## src/rtl/affine_pkg.sv

```systemverilog
package affine_pkg;

    localparam int BYTE_W      = 8;
    localparam int SEL_W       = 4;
    localparam int MAT_W       = 16;
    localparam int POS_W       = 13;
    localparam int FRAC_W      = 8;
    localparam int ACC_W       = 32;
    localparam int MAP_PX_W    = 10;
    localparam int FINE_W      = 3;
    localparam int TILE_IDX_W  = MAP_PX_W - FINE_W;
    localparam int ADDR_W      = 2 * TILE_IDX_W;
    localparam int AXES        = 2;
    localparam int AX_X        = 0;
    localparam int AX_Y        = 1;
    localparam int SCREEN_LAST = 255;

    typedef enum logic [SEL_W-1:0] {
        SEL_CTRL = 4'd0,
        SEL_MA   = 4'd1,
        SEL_MB   = 4'd2,
        SEL_MC   = 4'd3,
        SEL_MD   = 4'd4,
        SEL_CX   = 4'd5,
        SEL_CY   = 4'd6,
        SEL_HS   = 4'd7,
        SEL_VS   = 4'd8
    } reg_sel_e;

    typedef enum logic [1:0] {
        MODE_WRAP0 = 2'd0,
        MODE_WRAP1 = 2'd1,
        MODE_CLEAR = 2'd2,
        MODE_TILE0 = 2'd3
    } edge_mode_e;

    typedef enum logic [1:0] {
        EDGE_INSIDE = 2'd0,
        EDGE_CLEAR  = 2'd1,
        EDGE_TILE0  = 2'd2
    } edge_code_e;

    // settings byte bits [3:0]: {mode[1:0], vflip, hflip}
    typedef struct packed {
        edge_mode_e mode;
        logic       vflip;
        logic       hflip;
    } ctrl_t;

    typedef struct packed {
        ctrl_t             ctrl;
        logic [MAT_W-1:0]  ma;
        logic [MAT_W-1:0]  mb;
        logic [MAT_W-1:0]  mc;
        logic [MAT_W-1:0]  md;
        logic [POS_W-1:0]  cx;
        logic [POS_W-1:0]  cy;
        logic [POS_W-1:0]  hs;
        logic [POS_W-1:0]  vs;
    } affine_cfg_t;

    typedef logic [AXES-1:0][ACC_W-1:0] coord_pair_t;

    function automatic logic [ACC_W-1:0] ext_mat(input logic [MAT_W-1:0] v);
        return {{(ACC_W-MAT_W){v[MAT_W-1]}}, v};
    endfunction

    function automatic logic [ACC_W-1:0] ext_pos(input logic [POS_W-1:0] v);
        return {{(ACC_W-POS_W){v[POS_W-1]}}, v};
    endfunction

    function automatic logic [ACC_W-1:0] zext_scr(input logic [BYTE_W-1:0] v);
        return {{(ACC_W-BYTE_W){1'b0}}, v};
    endfunction

endpackage

```

## src/rtl/affine_regs.sv

```systemverilog
module affine_regs
    import affine_pkg::*;
(
    input  logic              clk,
    input  logic              rst,
    input  logic              wr_en,
    input  logic [SEL_W-1:0]  wr_sel,
    input  logic [BYTE_W-1:0] wr_data,
    output affine_cfg_t       cfg
);

    logic [BYTE_W-1:0]   latch_q;
    logic [2*BYTE_W-1:0] word;

    assign word = {wr_data, latch_q};

    always_ff @(posedge clk) begin
        if (rst) begin
            cfg     <= '0;
            latch_q <= '0;
        end else if (wr_en) begin
            case (reg_sel_e'(wr_sel))
                SEL_CTRL: cfg.ctrl <= ctrl_t'(wr_data[3:0]);
                SEL_MA: begin cfg.ma <= word[MAT_W-1:0]; latch_q <= wr_data; end
                SEL_MB: begin cfg.mb <= word[MAT_W-1:0]; latch_q <= wr_data; end
                SEL_MC: begin cfg.mc <= word[MAT_W-1:0]; latch_q <= wr_data; end
                SEL_MD: begin cfg.md <= word[MAT_W-1:0]; latch_q <= wr_data; end
                SEL_CX: begin cfg.cx <= word[POS_W-1:0]; latch_q <= wr_data; end
                SEL_CY: begin cfg.cy <= word[POS_W-1:0]; latch_q <= wr_data; end
                SEL_HS: begin cfg.hs <= word[POS_W-1:0]; latch_q <= wr_data; end
                SEL_VS: begin cfg.vs <= word[POS_W-1:0]; latch_q <= wr_data; end
                default: ;
            endcase
        end
    end

endmodule

```

## src/rtl/affine_line_setup.sv

```systemverilog
module affine_line_setup
    import affine_pkg::*;
(
    input  affine_cfg_t       cfg,
    input  logic [BYTE_W-1:0] line_num,
    output coord_pair_t       start_pt,
    output coord_pair_t       step_pt
);

    logic [BYTE_W-1:0] scr_x0;
    logic [BYTE_W-1:0] scr_y0;
    logic [ACC_W-1:0]  dx;
    logic [ACC_W-1:0]  dy;
    logic [ACC_W-1:0]  ma_w, mb_w, mc_w, md_w;

    assign scr_x0 = cfg.ctrl.hflip ? BYTE_W'(SCREEN_LAST) : '0;
    assign scr_y0 = cfg.ctrl.vflip ? (BYTE_W'(SCREEN_LAST) - line_num) : line_num;

    assign ma_w = ext_mat(cfg.ma);
    assign mb_w = ext_mat(cfg.mb);
    assign mc_w = ext_mat(cfg.mc);
    assign md_w = ext_mat(cfg.md);

    // offsets from the center, two's complement at full width
    assign dx = zext_scr(scr_x0) + ext_pos(cfg.hs) - ext_pos(cfg.cx);
    assign dy = zext_scr(scr_y0) + ext_pos(cfg.vs) - ext_pos(cfg.cy);

    assign start_pt[AX_X] = ma_w * dx + mb_w * dy + (ext_pos(cfg.cx) << FRAC_W);
    assign start_pt[AX_Y] = mc_w * dx + md_w * dy + (ext_pos(cfg.cy) << FRAC_W);

    // one screen column moves the map point by the first matrix column
    assign step_pt[AX_X] = cfg.ctrl.hflip ? (ACC_W'(0) - ma_w) : ma_w;
    assign step_pt[AX_Y] = cfg.ctrl.hflip ? (ACC_W'(0) - mc_w) : mc_w;

endmodule

```

## src/rtl/affine_stepper.sv

```systemverilog
module affine_stepper
    import affine_pkg::*;
(
    input  logic        clk,
    input  logic        rst,
    input  logic        line_start,
    input  logic        pix_step,
    input  coord_pair_t start_pt,
    input  coord_pair_t step_pt,
    output coord_pair_t acc
);

    always_ff @(posedge clk) begin
        if (rst) begin
            acc <= '0;
        end else begin
            for (int ax = 0; ax < AXES; ax++) begin
                if (line_start) begin
                    acc[ax] <= start_pt[ax];
                end else if (pix_step) begin
                    acc[ax] <= acc[ax] + step_pt[ax];
                end
            end
        end
    end

endmodule

```

## src/rtl/affine_addr.sv

```systemverilog
module affine_addr
    import affine_pkg::*;
(
    input  coord_pair_t            acc,
    input  edge_mode_e             mode,
    output logic [ADDR_W-1:0]      map_addr,
    output logic [FINE_W-1:0]      fine_x,
    output logic [FINE_W-1:0]      fine_y,
    output edge_code_e             edge_code
);

    logic [AXES-1:0]                 outside;
    logic [AXES-1:0][TILE_IDX_W-1:0] tile_idx;
    logic [AXES-1:0][FINE_W-1:0]     fine;

    for (genvar g = 0; g < AXES; g++) begin : g_axis
        assign outside[g]  = |acc[g][ACC_W-1:FRAC_W+MAP_PX_W];
        assign tile_idx[g] = acc[g][FRAC_W+MAP_PX_W-1:FRAC_W+FINE_W];
        assign fine[g]     = acc[g][FRAC_W+FINE_W-1:FRAC_W];
    end

    assign map_addr = {tile_idx[AX_Y], tile_idx[AX_X]};
    assign fine_x   = fine[AX_X];
    assign fine_y   = fine[AX_Y];

    always_comb begin
        edge_code = EDGE_INSIDE;
        if (|outside) begin
            case (mode)
                MODE_CLEAR: edge_code = EDGE_CLEAR;
                MODE_TILE0: edge_code = EDGE_TILE0;
                default:    edge_code = EDGE_INSIDE;
            endcase
        end
    end

endmodule

```

## src/rtl/affine_bg_addr_gen.sv

```systemverilog
module affine_bg_addr_gen
    import affine_pkg::*;
(
    input  logic              clk,
    input  logic              rst,
    input  logic              reg_wr,
    input  logic [SEL_W-1:0]  reg_sel,
    input  logic [BYTE_W-1:0] reg_data,
    input  logic              line_start,
    input  logic [BYTE_W-1:0] line_num,
    input  logic              pix_step,
    output logic [ADDR_W-1:0] map_addr,
    output logic [FINE_W-1:0] fine_x,
    output logic [FINE_W-1:0] fine_y,
    output logic [1:0]        edge_code
);

    affine_cfg_t cfg;
    coord_pair_t start_pt;
    coord_pair_t step_pt;
    coord_pair_t acc;
    edge_code_e  edge_e;
    logic [1:0]  cfg_mode;

    assign cfg_mode  = cfg.ctrl.mode;
    assign edge_code = edge_e;

    affine_regs u_regs (
        .clk     (clk),
        .rst     (rst),
        .wr_en   (reg_wr),
        .wr_sel  (reg_sel),
        .wr_data (reg_data),
        .cfg     (cfg)
    );

    affine_line_setup u_setup (
        .cfg      (cfg),
        .line_num (line_num),
        .start_pt (start_pt),
        .step_pt  (step_pt)
    );

    affine_stepper u_step (
        .clk        (clk),
        .rst        (rst),
        .line_start (line_start),
        .pix_step   (pix_step),
        .start_pt   (start_pt),
        .step_pt    (step_pt),
        .acc        (acc)
    );

    affine_addr u_addr (
        .acc       (acc),
        .mode      (cfg.ctrl.mode),
        .map_addr  (map_addr),
        .fine_x    (fine_x),
        .fine_y    (fine_y),
        .edge_code (edge_e)
    );

endmodule

```

## config.mk

```make
export PLATFORM = sky130hd
export DESIGN_NAME = affine_bg_addr_gen
export DESIGN_NICKNAME = d
export VERILOG_FILES = /design/src/rtl/affine_pkg.sv /design/src/rtl/affine_regs.sv /design/src/rtl/affine_line_setup.sv /design/src/rtl/affine_stepper.sv /design/src/rtl/affine_addr.sv /design/src/rtl/affine_bg_addr_gen.sv
export SDC_FILE = /design/constraint.sdc
export NUM_CORES = 2
export LEC_CHECK = 0
export BUFFER_PORTS_ARGS = -buffer_cell sky130_fd_sc_hd__buf_2
export CORE_ASPECT_RATIO = 0.8
export CORE_MARGIN = 2
export CORE_UTILIZATION = 40
export DETAILED_ROUTE_END_ITERATION = 6
export PLACE_DENSITY = 0.61
export REMOVE_ABC_BUFFERS = 1
export SETUP_SLACK_MARGIN = 0.4
export SLEW_MARGIN = 10
export SYNTH_ARGS = -nofsm -noshare
export SYNTH_HDL_FRONTEND = slang
export SYNTH_SLANG_ARGS = --single-unit
```

## constraint.sdc

```tcl
create_clock -name clk -period 34.8 [get_ports clk]
set_input_delay 8.7 -clock clk [delete_from_list [all_inputs] [get_ports clk]]
set_output_delay 8.7 -clock clk [all_outputs]
set_load 0.005 [all_outputs]
```

**Yosys cells after proc, flatten, opt, wreduce, memory -nomap -nowiden**

Index checks and enable logic that the tools add are counted.

- Logic and storage cells: 65
- Output and inout port bits: 22
- Bits of input ports: 25
- Flip-flop bits (word level): 192

- $mul: 4
- Mux-type cells: 10
- Reduce and logical (&&, ||, !) cells: 14
- Add/subtract/negate cells: 13
- Equal/unequal tests: 10

Operators by type and width:

| operator | count |
|---|---|
| 32-bit adder | 6 |
| 32-bit two-way mux | 6 |
| 16-bit by 32-bit multiplier with 32-bit output | 4 |
| 32-bit subtractor | 2 |
| 1-bit by 16-bit subtractor with 17-bit output (first input constant) | 2 |
| 9-bit by 13-bit adder with 14-bit output | 2 |
| 28-bit OR reduction | 1 |
| 2-bit AND reduction | 10 |
| 4-bit by 3-bit equality test with 1-bit output (second input constant) | 4 |
| 8-bit two-way mux | 2 |
| 4-bit by 2-bit equality test with 1-bit output (second input constant) | 2 |
| 8-bit OR reduction | 1 |
| 8-bit subtractor (first input constant) | 1 |
| 2-bit equality test (second input constant) | 2 |
| 4-bit by 1-bit equality test with 1-bit output (second input constant) | 1 |
| 4-bit equality test (second input constant) | 1 |
| 4-bit logical NOT | 1 |
| 2-bit one-hot mux with 2 select lines | 1 |
| 2-bit two-way mux | 1 |
| 2-bit nonzero test | 1 |

**Logic depth before layout (Yosys ltp)**

- Depth after elaboration: 8
- Gate-level depth with buffers: 51
- Depth with buffers taken out: 50

**Modules after synthesis**

A second synthesis with hierarchy kept.

- Cells, all modules: 5805
- Area, all modules: 50960.1 µm²

Modules (own cells, without submodules):

| module | area an instance (µm²) | seq. area each (µm²) | instances | cells each |
|---|---|---|---|---|
| affine_line_setup | 39723.1 | 0.0 | 1 | 4369 |
| affine_stepper | 5989.5 | 1281.2 | 1 | 793 |
| affine_regs | 5012.3 | 2562.5 | 1 | 610 |
| affine_addr | 235.2 | 0.0 | 1 | 33 |

**Least setup slack after synthesis**

No wires, ideal clock.

- Kind: input to register
- From: input line_num[0]
- To: register u_step.acc[31] in the netlist's numbering
- Stages: 48
- Arrival: 19.032 ns
- Library setup time: 0.116 ns
- Path buffers: 1
- Path slack: 15.652 ns
- Required time: 34.684 ns
- Path through: xor2_1 > ha_1 > inv_1 > fa_1 > nor2b_1 > o21ai_0 > nand2b_1 > a21o_1 > a21o_1 > a21o_1 > a21o_1 > xor2_1 > ha_1 > and2_1 > a221oi_1 > a31oi_1 > a21o_1 > a21o_1 > [12 not listed] > fa_1 > fa_1 > inv_1 > fa_1 > inv_1 > ha_1 > a211oi_1 > nor2_1 > or4_1 > a41oi_1 > o31ai_1 > o21ai_1 > o21ai_1 > a21o_1 > a21oi_1 > xnor2_1 > nand2_1 > o211a_1

- Word-level cells in the longest chain between the ends: 8

Ends and longest elaborated chain:

| element | RTL line | text |
|---|---|---|
| start: declaration | affine_bg_addr_gen.sv:10 | `input logic [BYTE_W-1:0] line_num,` |
| 8-bit subtractor | affine_line_setup.sv:17 | `assign scr_y0 = cfg.ctrl.vflip ? (BYTE_W'(SCREEN_LAST) - line_num) : line_num;` |
| 8-bit two-way mux (*) | affine_line_setup.sv:17 |  |
| 9-bit by 13-bit adder with 14-bit output (*) | affine_line_setup.sv:26 | `assign dy = zext_scr(scr_y0) + ext_pos(cfg.vs) - ext_pos(cfg.cy);` |
| 32-bit subtractor (*) | affine_line_setup.sv:26 |  |
| 16-bit by 32-bit multiplier with 32-bit output (*) | affine_line_setup.sv:28 | `assign start_pt[AX_X] = ma_w * dx + mb_w * dy + (ext_pos(cfg.cx) << FRAC_W);` |
| 32-bit adder (*) (2 in a row) | affine_line_setup.sv:28 |  |
| 32-bit two-way mux (*) | affine_stepper.sv:18 | `if (line_start) begin` |
| end signal: indexed assignment | affine_stepper.sv:19 | `acc[ax] <= start_pt[ax];` |
| end signal: indexed assignment | affine_stepper.sv:21 | `acc[ax] <= acc[ax] + step_pt[ax];` |
| end: declaration | affine_stepper.sv:10 | `output coord_pair_t acc` |

Every way passes the cells marked *; elsewhere a longest branch is shown, timed or not.
A chain may end at the register's enable or synchronous reset.

**Final worst setup path**

- From: input line_num[1]
- To: register u_step.acc[63] in the netlist's numbering

- Word-level cells in the longest chain between the ends: 8

Ends and longest elaborated chain:

| element | RTL line | text |
|---|---|---|
| 8-bit subtractor | affine_line_setup.sv:17 |  |
| 8-bit two-way mux (*) | affine_line_setup.sv:17 |  |
| 9-bit by 13-bit adder with 14-bit output (*) | affine_line_setup.sv:26 |  |
| 32-bit subtractor (*) | affine_line_setup.sv:26 |  |
| 16-bit by 32-bit multiplier with 32-bit output (*) | affine_line_setup.sv:29 | `assign start_pt[AX_Y] = mc_w * dx + md_w * dy + (ext_pos(cfg.cy) << FRAC_W);` |
| 32-bit adder (*) (2 in a row) | affine_line_setup.sv:29 |  |
| 32-bit two-way mux (*) | affine_stepper.sv:18 |  |

Marks and branches as above.

==> summary.txt <==
Clocking
  • Num CTS Buffers: 17
  • Clock-pin slew on the worst setup and hold paths: 0.08 ns
  • Post-CTS Resized: 0
  • CTS sink cnt: 192
  • # H-tree levels: 4
  • CTS tree: built
  • Setup bufs post-CTS: 0
  • CTS root buffer: clkbuf_16
  • Clk_lat worst skew: 0.49 ns
  • Cts hold-fix bufs: 0
  • Max Root-Sink Buffers: 2

STA
  • Fin. Hold Viols: 0
  • Fmax achieved: 0.0495 GHz
  • Actual slew at the worst max-slew pin: 1.25 ns
  • RSZ-0062 raised after global routing: no
  • Fin crit period: 20.19 ns
  • Rel. slew slack: 16.5%
  • Post-route setup TNS: 0 ns
  • Fin crit share: 58.0%
  • Clk_skew: 0.0235 ns
  • Final setup fails: 0
  • Slew Limit Fails: 0

Routing
  • ANT nets after route: 0
  • Via count: 44,900
  • DR pass1 iterations: 5
  • WL final: 177,000 µm
  • Wire per inst: 20.0 µm
  • First-iteration detailed-routing DRC count: 3,082
  • DRC violations left: 0
  • Post-DR vias/cell: 5.09

Synth
  • Synth top area cells: fa_1, inv_1, ha_1
  • Mean post-synth cell area: 8.68 µm²
  • Cell Area, Synth: 60,800 µm²
  • Post-synthesis register bit count: 192
  • Leading area contributor after synthesis: fa_1
  • Synth top area share: 45.6%
  • Syn Inst Count: 7,007
  • Synth Flop Type: dfxtp_1
  • Top-count cell post-synth: inv_1
  • Ys Warns: 0
  • Post-synth cell types: 74
  • EDFF count, synth: 0
  • Commonest cells post-synth: inv_1, fa_1, nand2_1
  • Synth async-reset ratio: 0%
  • Sequential share of the synthesized area: 6.32%

Worst setup path
  • R2r worst-path depth: 49
  • Worst reg2reg setup slack: 21.62 ns
  • R2r startpoint: u_regs.cfg[116]
  • RR Endpoint: u_step.acc[63]
  • Crit path largest cell delay: 0.54 ns
  • Worst-path fanout max: 32
  • Critical path type: in -> reg
  • Worst EP arrival: 20.60 ns
  • CP Launch Type: primary input
  • Setup crit start: line_num[1]
  • Worst Path Required: 35.21 ns
  • Slowest CP cell: fa_1
  • Crit. End Element: register
  • CP endpoint: u_step.acc[63]
  • Top cell by count, worst path: fa_1

Floorplanning
  • Die width: 440 µm
  • Die H: 353 µm
  • Full die area: 155,000 µm²
  • Initial Util: 40.4%
  • I/O pins: 47
  • # rows: 127
  • Core area: 150,000 µm²

Finish
  • P&R area growth vs syn: 4.88%
  • Area of the multi-input gates: 49,200 µm²
  • # fillers: 14,800
  • Layout cells sized above 1: 3.63%
  • Nets: 8,587
  • FF+latch area: 3860 µm²
  • Fin cells: 8,811

Outcome
  • Status: finished clean

Place
  • GPL Wtd Cong: 0.929
  • Dpl hpwl: 144,000 µm
  • Placed cell count: 8,771
  • Buffers added on ports: 46

Pwr
  • LEAKAGE: 33.1 nW
  • Power Dens Cells: 12.1 nW/µm²
  • Worst VDD drop: 0.0000405 V
  • Total power: 0.771 mW

Global routing
  • Initial antenna violation count: 12
  • First-pass GRT wire length: 281,000 µm
  • Largest net degree at the start of global routing: 89
  • GR Overflow Total: 0
  • Vias in the first global route: 48,300
  • GR Util All Layers: 23.4%

Flow run
  • Max-capacitance violation count: 0

Min path
  • Worst Hold Class: reg -> reg
-- routing by layer --
metal  track usage, %  wire length, µm
met1             34.0            79600
met2             36.9            79700
met3             3.48            13300
met4             5.35             3860
met5                0               35
-- worst max-delay path: cells and delay by family --
family | cells | cell delay [ns]
fa+ha+maj | 12 | 5.48
compound gates | 19 | 4.21
xor+xnor | 3 | 0.51
buf+inv | 8 | 0.73
simple gates | 6 | 0.91
-- area by class of cell --
cell class                 count  area share [%]
multi-input combinational   4675            77.1
sequential                   192            6.05
clock buffer                  19           0.694
clock inverter                12           0.261
antenna                        9          0.0353
timing repair buffer         156            1.67
inverter                    1749            10.3
tap                         1999            3.92
-- metrics by stage --
step / cell area (µm²) / hold WS (ns) / utilization, % / setup WS, ns
after floorplan: 59300 / 0.435 / - / 14.06
after global placement: 63200 / 0.441 / 42.0 / 14.27
after detailed placement: 63200 / 0.448 / 42.0 / 14.28
after CTS: 63800 / 0.459 / 42.4 / 14.73
after global routing: 63800 / 0.474 / 42.4 / 13.92
final: 63800 / 0.457 / 42.4 / 14.61
-- power breakdown --
part / total (mW) / internal [mW] / switching (mW)
clock network: 0.214 / 0.111 / 0.103
logic: 0.320 / 0.0920 / 0.228
registers: 0.236 / 0.226 / 0.0102
total: 0.771 / 0.429 / 0.342
-- registers in the layout, indices dropped and copies added (netlist names) --
signal,cells
u_regs.cfg,120
u_regs.latch_q,8
u_step.acc,64
-- kinds of logic (layout without fill, tap and decap cells) --
logic type	Yosys count	in the layout	share of synthesized area, %
other cells	0	9	0
compound gates	593	593	6.21
buf+inv	2140	1936	13.3
fa+ha+maj	1771	1771	53.5
flops	192	192	6.32
mux	87	87	1.44
simple gates	1922	1922	14.8
xor+xnor	302	302	4.39
-- cells in the final DEF, fill, tap and decap left out, types with 65 or more instances in the layout --
| master | instances |
|---|---|
| mux2i_1 | 85 |
| dfxtp_1 | 179 |
| inv_1 | 1745 |
| and2_1 | 459 |
| nor2b_1 | 76 |
| ha_1 | 385 |
| fa_1 | 1384 |
| nand2_1 | 958 |
| xor2_1 | 74 |
| nor2_1 | 244 |
| o21ai_0 | 65 |
| buf_4 | 111 |
| xnor2_1 | 206 |
| a21oi_1 | 215 |
-- worst min-delay path by stage --
stage,startpoint,slack [ns],cells after the start,endpoint
after CTS,u_regs.cfg[68],0.46,2,u_regs.cfg[68]
after global routing,u_regs.cfg[63],0.47,2,u_regs.cfg[63]
final,u_regs.cfg[68],0.46,2,u_regs.cfg[68]
after floorplan,u_regs.cfg[0],0.43,2,u_regs.cfg[0]
after detailed placement,u_regs.cfg[65],0.45,2,u_regs.cfg[65]
after global placement,u_regs.cfg[65],0.44,2,u_regs.cfg[65]
Note: power is estimated with default switching activity, not from simulation.
